<file path="config.mk">
export PLATFORM = sky130hd
export DESIGN_NAME = fwd_select
export DESIGN_NICKNAME = d
export VERILOG_FILES = /design/src/rtl/fwd_select.sv
export SDC_FILE = /design/constraint.sdc
export NUM_CORES = 1
export LEC_CHECK = 0
export CORE_AREA = 2 2 39 41
export DETAILED_ROUTE_END_ITERATION = 7
export DIE_AREA = 0 0 41 43
export PLACE_DENSITY = 0.7
export SLEW_MARGIN = 10
export SYNTH_ARGS = -nofsm -noshare
export SYNTH_HDL_FRONTEND = slang
export SYNTH_SLANG_ARGS = --single-unit
</file>
<file path="constraint.sdc">
create_clock -name vclk -period 3.1
set_clock_uncertainty 0.1 [all_clocks]
set_input_delay 0.62 -clock vclk [all_inputs]
set_output_delay 0.62 -clock vclk [all_outputs]
set_load 0.005 [all_outputs]
</file>
<file path="src/rtl/fwd_select.sv">
module fwd_select #(
  parameter int REG_W = 5
) (
  input  logic [REG_W-1:0] src_a,
  input  logic [REG_W-1:0] src_b,
  input  logic [REG_W-1:0] mem_dst,
  input  logic             mem_wr,
  input  logic [REG_W-1:0] wb_dst,
  input  logic             wb_wr,
  output logic [1:0]       sel_a,
  output logic [1:0]       sel_b
);
  localparam int         NUM_OPS = 2;
  localparam logic [1:0] SEL_RF  = 2'b00;
  localparam logic [1:0] SEL_MEM = 2'b10;
  localparam logic [1:0] SEL_WB  = 2'b01;

  logic             mem_live;
  logic             wb_live;
  logic [REG_W-1:0] src [NUM_OPS];
  logic [1:0]       sel [NUM_OPS];

  assign mem_live = mem_wr && (mem_dst != '0);
  assign wb_live  = wb_wr  && (wb_dst  != '0);

  assign src[0] = src_a;
  assign src[1] = src_b;

  for (genvar i = 0; i < NUM_OPS; i++) begin : g_op
    logic hit_mem;
    logic hit_wb;
    assign hit_mem = mem_live && (mem_dst == src[i]);
    assign hit_wb  = wb_live  && (wb_dst  == src[i]);
    assign sel[i]  = hit_mem ? SEL_MEM : (hit_wb ? SEL_WB : SEL_RF);
  end

  assign sel_a = sel[0];
  assign sel_b = sel[1];
endmodule

</file>
# Word-level counts from Yosys, hierarchy flattened
# Index checks and enable logic that the tools add are counted.
# op_classes
n_addsub	0
multipliers	0
div_mod_pow	0
n_lt_le_gt_ge	0
n_eq_ne	4
shifts	0
n_mux	4
bitwise	0
reduce_logical	8
# op_table
operator	n
$eq 5x5->1	4
$reduce_bool 5->1	2
$logic_and 1x1->1	6
$mux 2	2
$mux 1	2
# word_totals
regBits	0
latch_bits	0
ram_bits	0
rom_bits	0
input_bits	22
wordCells	16
memories	0

# Depth between registers and ports, before layout
# Gate-level depths: netlist of the first run.
# depth
word_depth	5
ltp_mapped	4

# Worst setup path before layout of the first run
# OpenSTA, ideal clock, no wires.
# synth_path
path_type	input to output
startpoint	input port mem_dst[1]
endpoint	output port sel_a[0]
arrival_time_ps	1646
required_time_ps	2380
setup_slack_ps	734
stages	4
path_buffers	0
path_cell_list	or4_1 o21ai_2 nor4_1 nor4_2
# synth_via
elab_chain_cells	4
word_cells_on_any_way	5
# synth_lines
element	line_no	source
start, declared	6	input logic [REG_W-1:0] mem_dst,
$reduce_bool 5->1	23	assign mem_live = mem_wr && (mem_dst != '0);
$logic_and 1x1->1	23	
$logic_and 1x1->1 *	32	assign hit_mem = mem_live && (mem_dst == src[i]);
via g_op[0].hit_mem	30	logic hit_mem;
$mux 2 *	34	assign sel[i] = hit_mem ? SEL_MEM : (hit_wb ? SEL_WB : SEL_RF);
end, declared	10	output logic [1:0] sel_a,
# The timed path passes the listed nets; every way through them passes the cells marked *.

# Worst setup path after layout of the first run
# layout_path
startpoint	input port mem_dst[2]
endpoint	output port sel_a[0]
# layout_via
elab_chain_cells	4
word_cells_on_any_way	5
# layout_lines
element	line_no
$reduce_bool 5->1	23
$logic_and 1x1->1	23
$logic_and 1x1->1 *	32
$mux 2 *	34
# Every way passes the cells marked *; elsewhere a longest branch is shown, timed or not.

==> metrics.yaml, run 1 <==
floorplanning:
  io-pin-count: 26
  initial_core_util: 0.206
  dieArea_mm2: 0.00176
  die_width_um: 41
  design.core.area_mm2: 0.00138
  die_h_um: 43
  rows: 14
grt:
  grt_util_all_layers: 0.111
  first_global_vias: 408
  grt_start_max_net_pins: 4
  overflow: 0
  antenna_found_initial: 0
  grt_first_pass_wirelength_um: 1460
place:
  preCtsSetupSlack_ps: -245
  place.detailed.hpwl_um: 844
  globalplace.congestion: 0.702
  placedInstanceArea_um2: 641
  numPortBuffers: 26
  dp.cells: 88
clock_network:
  ctsHoldBuffers: 0
routing:
  drt-vias-per-instance: 4.34
  vias: 382
  detailedRoute.firstIterationViolations: 3
  wl_per_cell_um: 10.8
  drc: 0
  detail_route.wirelength_um: 950
  drt_first_pass_iters: 2
  number_of_nets_with_antenna_violations_after_routing: 0
sta:
  tightest_slew_ps: 328
  max_freq_mhz: 335
  drv_slew: 0
  max-slew-margin-rel: 0.779
  finalHoldViolCount: 0
  grt_setup_unrepaired: "false"
  setup-violations-final: 0
  post-route-min-period_ps: 2980
  ratio_of_final_minimum_period_to_clock_period: 0.962
  post-route-worst-setup-slack_ps: 118
  final.setup.tns_ps: 0
final_layout:
  finalNetCount: 96
  area.growth.synth_to_final_pct: 132
  layout-drive-gt1-share: 0.292
  sequential_cells: 0
  antennaDiodeCount: 0
  layout.area.seq_um2: 0
  clockBufferCount: 0
  instances_no_fill: 88
  postLayoutCellArea_um2: 663
logic_synthesis:
  post_synth_most_frequent_cells: "sky130_fd_sc_hd__xnor2_1 (16), sky130_fd_sc_hd__xor2_1 (4)"
  most_area_consuming_cells_after_synthesis: "sky130_fd_sc_hd__xnor2_1 (49%), sky130_fd_sc_hd__xor2_1 (12%), sky130_fd_sc_hd__nor4_2 (8.8%), sky130_fd_sc_hd__buf_4 (5.3%), sky130_fd_sc_hd__or4_1 (5.3%)"
  synthDominantCellAreaShare: 0.491
  mappedNetlistNets: 58
  share_of_the_yosys_chip_area_belonging_to_registers: 0
  postSynthCellCount: 36
  netlist-cell-type-count: 11
  synth.most_common_cell: "sky130_fd_sc_hd__xnor2_1"
  synthesis.area_um2: 285
  average_instance_area_after_synthesis_um2: 7.92
  synth.yosys.warnings: 0
  synth_top_cell_by_area: "sky130_fd_sc_hd__xnor2_1"
setup_path:
  arrival_ps: 2260
  setup.worst_path.start_class: "input port"
  timing.critical_path.required_ps: 2380
  class_of_the_most_critical_setup_path: "input port to output pin"
  worstPathMaxFanout: 2
  cp-end-kind: "output pin"
pwr:
  swShare: 0.372
  power_per_cell_area_mw_per_mm2: 127
  post-layout-total-power_uw: 84.5
  power_frac_seq: 0
  static-leakage-power_nw: 0.254
  share_clk_of_total_power: 0
  netSwitchingPower_uw: 31.4
  max-vdd-ir-drop_v: 0.0000508
  p_int_uw: 53.1
  combPwrFrac: 1.000
hold_path:
  worst_hold_path_type: "input port to output pin"
job:
  cap_violations: 0
outcome:
  outcome: "completed"
==> kinds of logic after synthesis <==
family,Yosys count,synth area share
AND/OR/NAND/NOR,13,0.303
XOR/XNOR,20,0.614
AO/OA/AOI/OAI,1,0.0307
buffers and inverters,2,0.0526
==> through the flow <==
stage,utilization,hold WS (ps)
floorplan,-,1240
global placement,0.463,2140
detailed placement,0.463,2130
CTS,0.476,1950
global route,0.479,1820
finish,0.479,1800
==> critical path, cell delays in order <==
cell,delay (ps)
sky130_fd_sc_hd__clkdlybuf4s50_1,420
sky130_fd_sc_hd__or4_4,550
sky130_fd_sc_hd__o21ai_4,190
sky130_fd_sc_hd__nor4_4,80
sky130_fd_sc_hd__nor4_2,250
sky130_fd_sc_hd__clkbuf_2,150
==> cells in the final DEF (no fill, tap or decap) <==
master	instances
sky130_fd_sc_hd__buf_4	13
sky130_fd_sc_hd__clkbuf_2	2
sky130_fd_sc_hd__clkdlybuf4s50_1	22
sky130_fd_sc_hd__dlymetal6s2s_1	1
sky130_fd_sc_hd__nand2_1	2
sky130_fd_sc_hd__nand3_1	2
sky130_fd_sc_hd__nand4_1	2
sky130_fd_sc_hd__nor2_1	1
sky130_fd_sc_hd__nor4_2	3
sky130_fd_sc_hd__nor4_4	1
sky130_fd_sc_hd__o21ai_4	1
sky130_fd_sc_hd__or4_1	1
sky130_fd_sc_hd__or4_4	1
sky130_fd_sc_hd__xnor2_1	16
sky130_fd_sc_hd__xor2_1	4
==> per-layer routing <==
layer  up-vias  share of wire  GRT usage
li1        198              -          -
met1       167           0.41      0.123
met5         -              0          0
met3         0          0.069          0
met2        17           0.52      0.225
met4         0              0          0
==> final timing paths <==
check  slack [ps]  startpoint  cells after the start  endpoint
max           120  mem_dst[2]                      6  sel_a[0]
min          1800       wb_wr                      4  sel_b[0]
==> final cells by class <==
| class | instances | area, µm² |
|---|---|---|
| timing repair buffer | 38 | 340 |
| multi-input combinational | 34 | 303 |
| tap | 16 | 20.0 |
| fill | 146 | 721 |
==> power groups by stage <==
stage / clock, mW / sequential [mW] / combinational [mW]
after detailed placement: 0 / 0 / 0.0801
after global routing: 0 / 0 / 0.0903
after CTS: 0 / 0 / 0.0835
after global placement: 0 / 0 / 0.0788
final: 0 / 0 / 0.0845
after floorplan: 0 / 0 / 0.0280
==> timing repair <==
| item | 4_1_cts | 5_1_grt |
|---|---|---|
| pin swaps | 2 | 2 |
| buffers inserted | 0 | 0 |
| resized for setup | 7 | 6 |
| endpoints found under the hold margin | 0 | 0 |
| endpoints found under the setup margin | 4 | 3 |
Note: power is estimated with default switching activity, not from simulation.
==> inputs of run 2 (changes only) <==
--- a/config.mk
+++ b/config.mk
@@ -11,2 +11,3 @@
 export PLACE_DENSITY = 0.7
+export REMOVE_ABC_BUFFERS = 1
 export SLEW_MARGIN = 10
--- a/constraint.sdc
+++ b/constraint.sdc
@@ -4,2 +4,2 @@
 set_output_delay 0.62 -clock vclk [all_outputs]
-set_load 0.005 [all_outputs]
+set_load 0.02 [all_outputs]
==> run 2 against run 1 <==
Final area increased by 5.3%; die area unchanged; final cell count increased by 8.0%; count of clock-buffer cells in the layout unchanged; global-route usage increased by 0.10 points; highest routed layer unchanged; non-clock buffer count increased by 7; power increased by 4.6%; largest cell class unchanged; critical path depth unchanged.
==> metrics.yaml, run 2 (synthesis results as in run 1) <==
final_layout:
  postLayoutCellArea_um2: 698
  sequential_cells: 0
  area.growth.synth_to_final_pct: 145
  layout-drive-gt1-share: 0.329
  most_frequent_standard_cell_in_the_layout_excluding_fill_and_tap_cells: "sky130_fd_sc_hd__clkdlybuf4s50_1"
  fillerInstances: 144
  layout.area.seq_um2: 0
  mostFrequentLayoutCells: "sky130_fd_sc_hd__clkdlybuf4s50_1 (22), sky130_fd_sc_hd__buf_4 (21), sky130_fd_sc_hd__xnor2_1 (16)"
  instances_no_fill: 95
  clockBufferCount: 0
  finalNetCount: 103
  antennaDiodeCount: 0
setup_path:
  timing.critical_path.required_ps: 2380
  setup.worst_path.start_class: "input port"
  worstPathMaxFanout: 2
  class_of_the_most_critical_setup_path: "input port to output pin"
  slowest_stage_delay_cp_ps: 550
  critPathTopFamily: "buffers and inverters"
  critical-path-slowest-cell: "sky130_fd_sc_hd__or4_1"
  path_buf_inv: 3
  cp-end-kind: "output pin"
  critical_path.cell_chain: "clkdlybuf4s50_1 -> or4_1 -> o21ai_2 -> nor4_2 -> buf_4 -> dlygate4sd2_1"
  arrival_ps: 2310
routing:
  drc: 0
  drt-vias-per-instance: 4.25
  wl_per_cell_um: 9.74
  drt_first_pass_iters: 1
  detail_route.wirelength_um: 925
  detailedRoute.firstIterationViolations: 0
  number_of_nets_with_antenna_violations_after_routing: 0
  vias: 404
sta:
  finalHoldViolCount: 0
  ratio_of_final_minimum_period_to_clock_period: 0.978
  post-route-min-period_ps: 3030
  max-slew-margin-rel: 0.767
  tightest_slew_ps: 347
  max_freq_mhz: 330
  grt_setup_unrepaired: "false"
  setup-violations-final: 0
  final.setup.tns_ps: 0
  drv_slew: 0
floorplanning:
  io-pin-count: 26
  initial_core_util: 0.206
  dieArea_mm2: 0.00176
  design.core.area_mm2: 0.00138
  die_h_um: 43
  die_width_um: 41
  rows: 14
hold_path:
  worst_hold_path_type: "input port to output pin"
grt:
  antenna_found_initial: 0
  overflow: 0
  first_global_vias: 390
  grt_start_max_net_pins: 4
  grt_util_all_layers: 0.112
  grt_first_pass_wirelength_um: 1500
place:
  dp.cells: 95
  placedInstanceArea_um2: 693
  globalplace.congestion: 0.716
  place.detailed.hpwl_um: 855
  numPortBuffers: 26
clock_network:
  ctsHoldBuffers: 0
pwr:
  max-vdd-ir-drop_v: 0.0000558
  power_per_cell_area_mw_per_mm2: 127
  post-layout-total-power_uw: 88.4
  static-leakage-power_nw: 0.273
outcome:
  outcome: "completed"
job:
  cap_violations: 0
## run 2: path summary, 6_finish.rpt
| check | from | slack (ps) | cells after the start | end |
|---|---|---|---|---|
| setup / recovery | mem_dst[1] | 70 | 6 | sel_a[1] |
| hold / removal | wb_wr | 1850 | 4 | sel_b[0] |
## run 2: through the flow
step,setup slack (ps),hold WS [ps],util
floorplan,412,1270,-
global placement,-326,2230,0.501
detailed placement,-386,2230,0.501
CTS,45.7,1850,0.501
global route,1.43,1910,0.505
finish,68.9,1850,0.505
## run 2: layout make-up
type / count / area (µm²) / share of cell area
repair buffers: 45 / 395 / 0.566
multi-input cells: 34 / 283 / 0.405
well taps: 16 / 20.0 / 0.0287
## run 2: metal layers
| layer | wire length, µm | track usage | part of all wire |
|---|---|---|---|
| met1 | 373 | 0.142 | 0.40 |
| met2 | 470 | 0.206 | 0.51 |
| met3 | 82 | 0.00524 | 0.089 |
| met4 | 0 | 0 | 0 |
| met5 | 0 | 0 | 0 |
## run 2: power breakdown
part           leakage (nW)  switching [mW]  total (mW)  internal, mW
combinational         0.273          0.0306      0.0884        0.0578
sequential                0               0           0             0
clock                     0               0           0             0
total                 0.273          0.0306      0.0884        0.0578
## run 2: timing repair
action | in CTS | in global routing
buffers inserted | 0 | 0
pin swaps | 0 | 2
hold endpoints to repair | 0 | 0
endpoints found under the setup margin | 4 | 1
gates cloned | 0 | 0
gates resized for setup | 14 | 2
==> inputs of run 3 (changes only) <==
--- a/config.mk
+++ b/config.mk
@@ -12,2 +12,3 @@
 export REMOVE_ABC_BUFFERS = 1
+export SETUP_SLACK_MARGIN = 0.2
 export SLEW_MARGIN = 10
==> constraint.sdc (replaced) <==
create_clock -name vclk -period 3.1
set_clock_uncertainty 0.1 [all_clocks]
set_input_delay 0.465 -clock vclk [all_inputs]
set_output_delay 0.465 -clock vclk [all_outputs]
set_load 0.02 [all_outputs]
==> run 3 against run 2 <==
Non-clock buffer count is 13 lower; die area stayed put; core utilization is 7.4 points lower; critical path depth stayed put; critical path type unchanged; final cell count is 14% lower; power is 14% lower; sequential share of layout area stayed put; wire length is 6.8% lower.
==> metrics.yaml, run 3 (synthesis results as in run 1) <==
sta:
  ratio_of_final_minimum_period_to_clock_period: 0.884
  drv_slew: 0
  post-route-min-period_ps: 2740
  tightest_slew_ps: 325
  grt_setup_unrepaired: "false"
  max_freq_mhz: 365
  final.setup.tns_ps: 0
  setup-violations-final: 0
  post-route-worst-setup-slack_ps: 360
  max-slew-margin-rel: 0.782
  finalHoldViolCount: 0
final_layout:
  antennaDiodeCount: 0
  mostFrequentLayoutCells: "sky130_fd_sc_hd__clkdlybuf4s50_1 (22), sky130_fd_sc_hd__xnor2_1 (16), sky130_fd_sc_hd__buf_4 (6)"
  sequential_cells: 0
  most_frequent_standard_cell_in_the_layout_excluding_fill_and_tap_cells: "sky130_fd_sc_hd__clkdlybuf4s50_1"
  fillerInstances: 160
  postLayoutCellArea_um2: 596
  clockBufferCount: 0
  postLayoutCoreUtil: 0.430
  finalNetCount: 90
  layout-drive-gt1-share: 0.197
  layout.area.seq_um2: 0
  area.growth.synth_to_final_pct: 109
grt:
  grt_first_pass_wirelength_um: 1370
  antenna_found_initial: 0
  grt_start_max_net_pins: 4
  first_global_vias: 368
  grt_util_all_layers: 0.104
  overflow: 0
routing:
  topmost_layer_with_routed_signal_wires: "met3"
  vias: 355
  drt-vias-per-instance: 4.33
  drt_first_pass_iters: 4
  drc: 0
  detailroute.wirelength.met3_um: 95
  total_met2_wirelength_after_detailed_routing_um: 425
  wl_per_cell_um: 10.5
  number_of_nets_with_antenna_violations_after_routing: 0
  detailedRoute.firstIterationViolations: 3
  wl_met1_um: 341
  detail_route.wirelength_um: 862
hold_path:
  min_delay_path_depth: 4
  hold_path_end: "sel_b[0]"
  worst_hold_path_type: "input port to output pin"
  hold_path.startpoint: "wb_wr"
place:
  globalplace.congestion: 0.714
  preCtsSetupSlack_ps: -68.1
  placedInstanceArea_um2: 596
  numPortBuffers: 26
  place.detailed.hpwl_um: 783
floorplanning:
  initial_core_util: 0.206
  rows: 14
  dieArea_mm2: 0.00176
  io-pin-count: 26
  design.core.area_mm2: 0.00138
  die_width_um: 41
  die_h_um: 43
setup_path:
  critical_path.most_common_cell: "sky130_fd_sc_hd__nor4_2"
  crit_path_start: "mem_dst[1]"
  setup.worst_path.start_class: "input port"
  class_of_the_most_critical_setup_path: "input port to output pin"
  critical_path.cell_chain: "clkdlybuf4s50_1 -> or4_1 -> o21ai_2 -> nor4_2 -> nor4_2 -> clkbuf_2"
  critical-path-slowest-cell: "sky130_fd_sc_hd__or4_1"
  slowest_stage_delay_cp_ps: 560
  cp-end-kind: "output pin"
  timing.critical_path.required_ps: 2530
  arrival_ps: 2180
  worstPathMaxFanout: 2
pwr:
  power_per_cell_area_mw_per_mm2: 127
  static-leakage-power_nw: 0.209
  max-vdd-ir-drop_v: 0.0000503
outcome:
  outcome: "completed"
clock_network:
  ctsHoldBuffers: 0
job:
  cap_violations: 0
==> run 3: cell types whose count changed in the layout (fill, tap and decap cells not counted) <==
cell                       delta
sky130_fd_sc_hd__buf_4       -15
sky130_fd_sc_hd__clkbuf_2     +2
==> run 3: per-stage QoR <==
step	total power, mW	hold WS, ps	std cells
4_1_cts	0.0765	1690	82
6_report	0.0756	1530	82
3_3_place_gp	0.0741	1920	82
5_1_grt	0.0815	1540	82
3_5_place_dp	0.0750	1900	82
2_1_floorplan	0.0284	959	34
==> run 3: final cells by class <==
| class | count | area (µm²) | share of cell area |
|---|---|---|---|
| multi-input cells | 34 | 283 | 0.475 |
| well taps | 16 | 20.0 | 0.0336 |
| repair buffers | 32 | 293 | 0.492 |
==> run 3: report_power, final <==
| part | total (mW) | switching [mW] | internal [mW] |
|---|---|---|---|
| clock network | 0 | 0 | 0 |
| logic | 0.0756 | 0.0284 | 0.0472 |
| registers | 0 | 0 | 0 |
| total | 0.0756 | 0.0284 | 0.0472 |
==> run 3: worst max-delay path by stage <==
stage | endpoint | depth (start not counted)
CTS | sel_a[0] | 6
finish | sel_a[0] | 6
floorplan | sel_a[0] | 4
global placement | sel_a[0] | 6
global route | sel_a[0] | 6
detailed placement | sel_a[0] | 6
==> run 3: repair_timing <==
action | 4_1_cts | 5_1_grt
endpoints found under the setup margin | 4 | 2
gates resized for setup | 6 | 6
buffers inserted | 0 | 0
==> run 3: routing by layer <==
layer | vias to the layer above | track usage
met3 | 0 | 0
met1 | 148 | 0.136
li1 | 187 | -
met2 | 20 | 0.191
met4 | 0 | 0
met5 | - | 0
==> run 3: critical path: cells and delay by family <==
| kind | cells | cell delay (ps) |
|---|---|---|
| and+or+nand+nor | 3 | 910 |
| buffers and inverters | 2 | 610 |
| AOI/OAI and AO/OA | 1 | 190 |
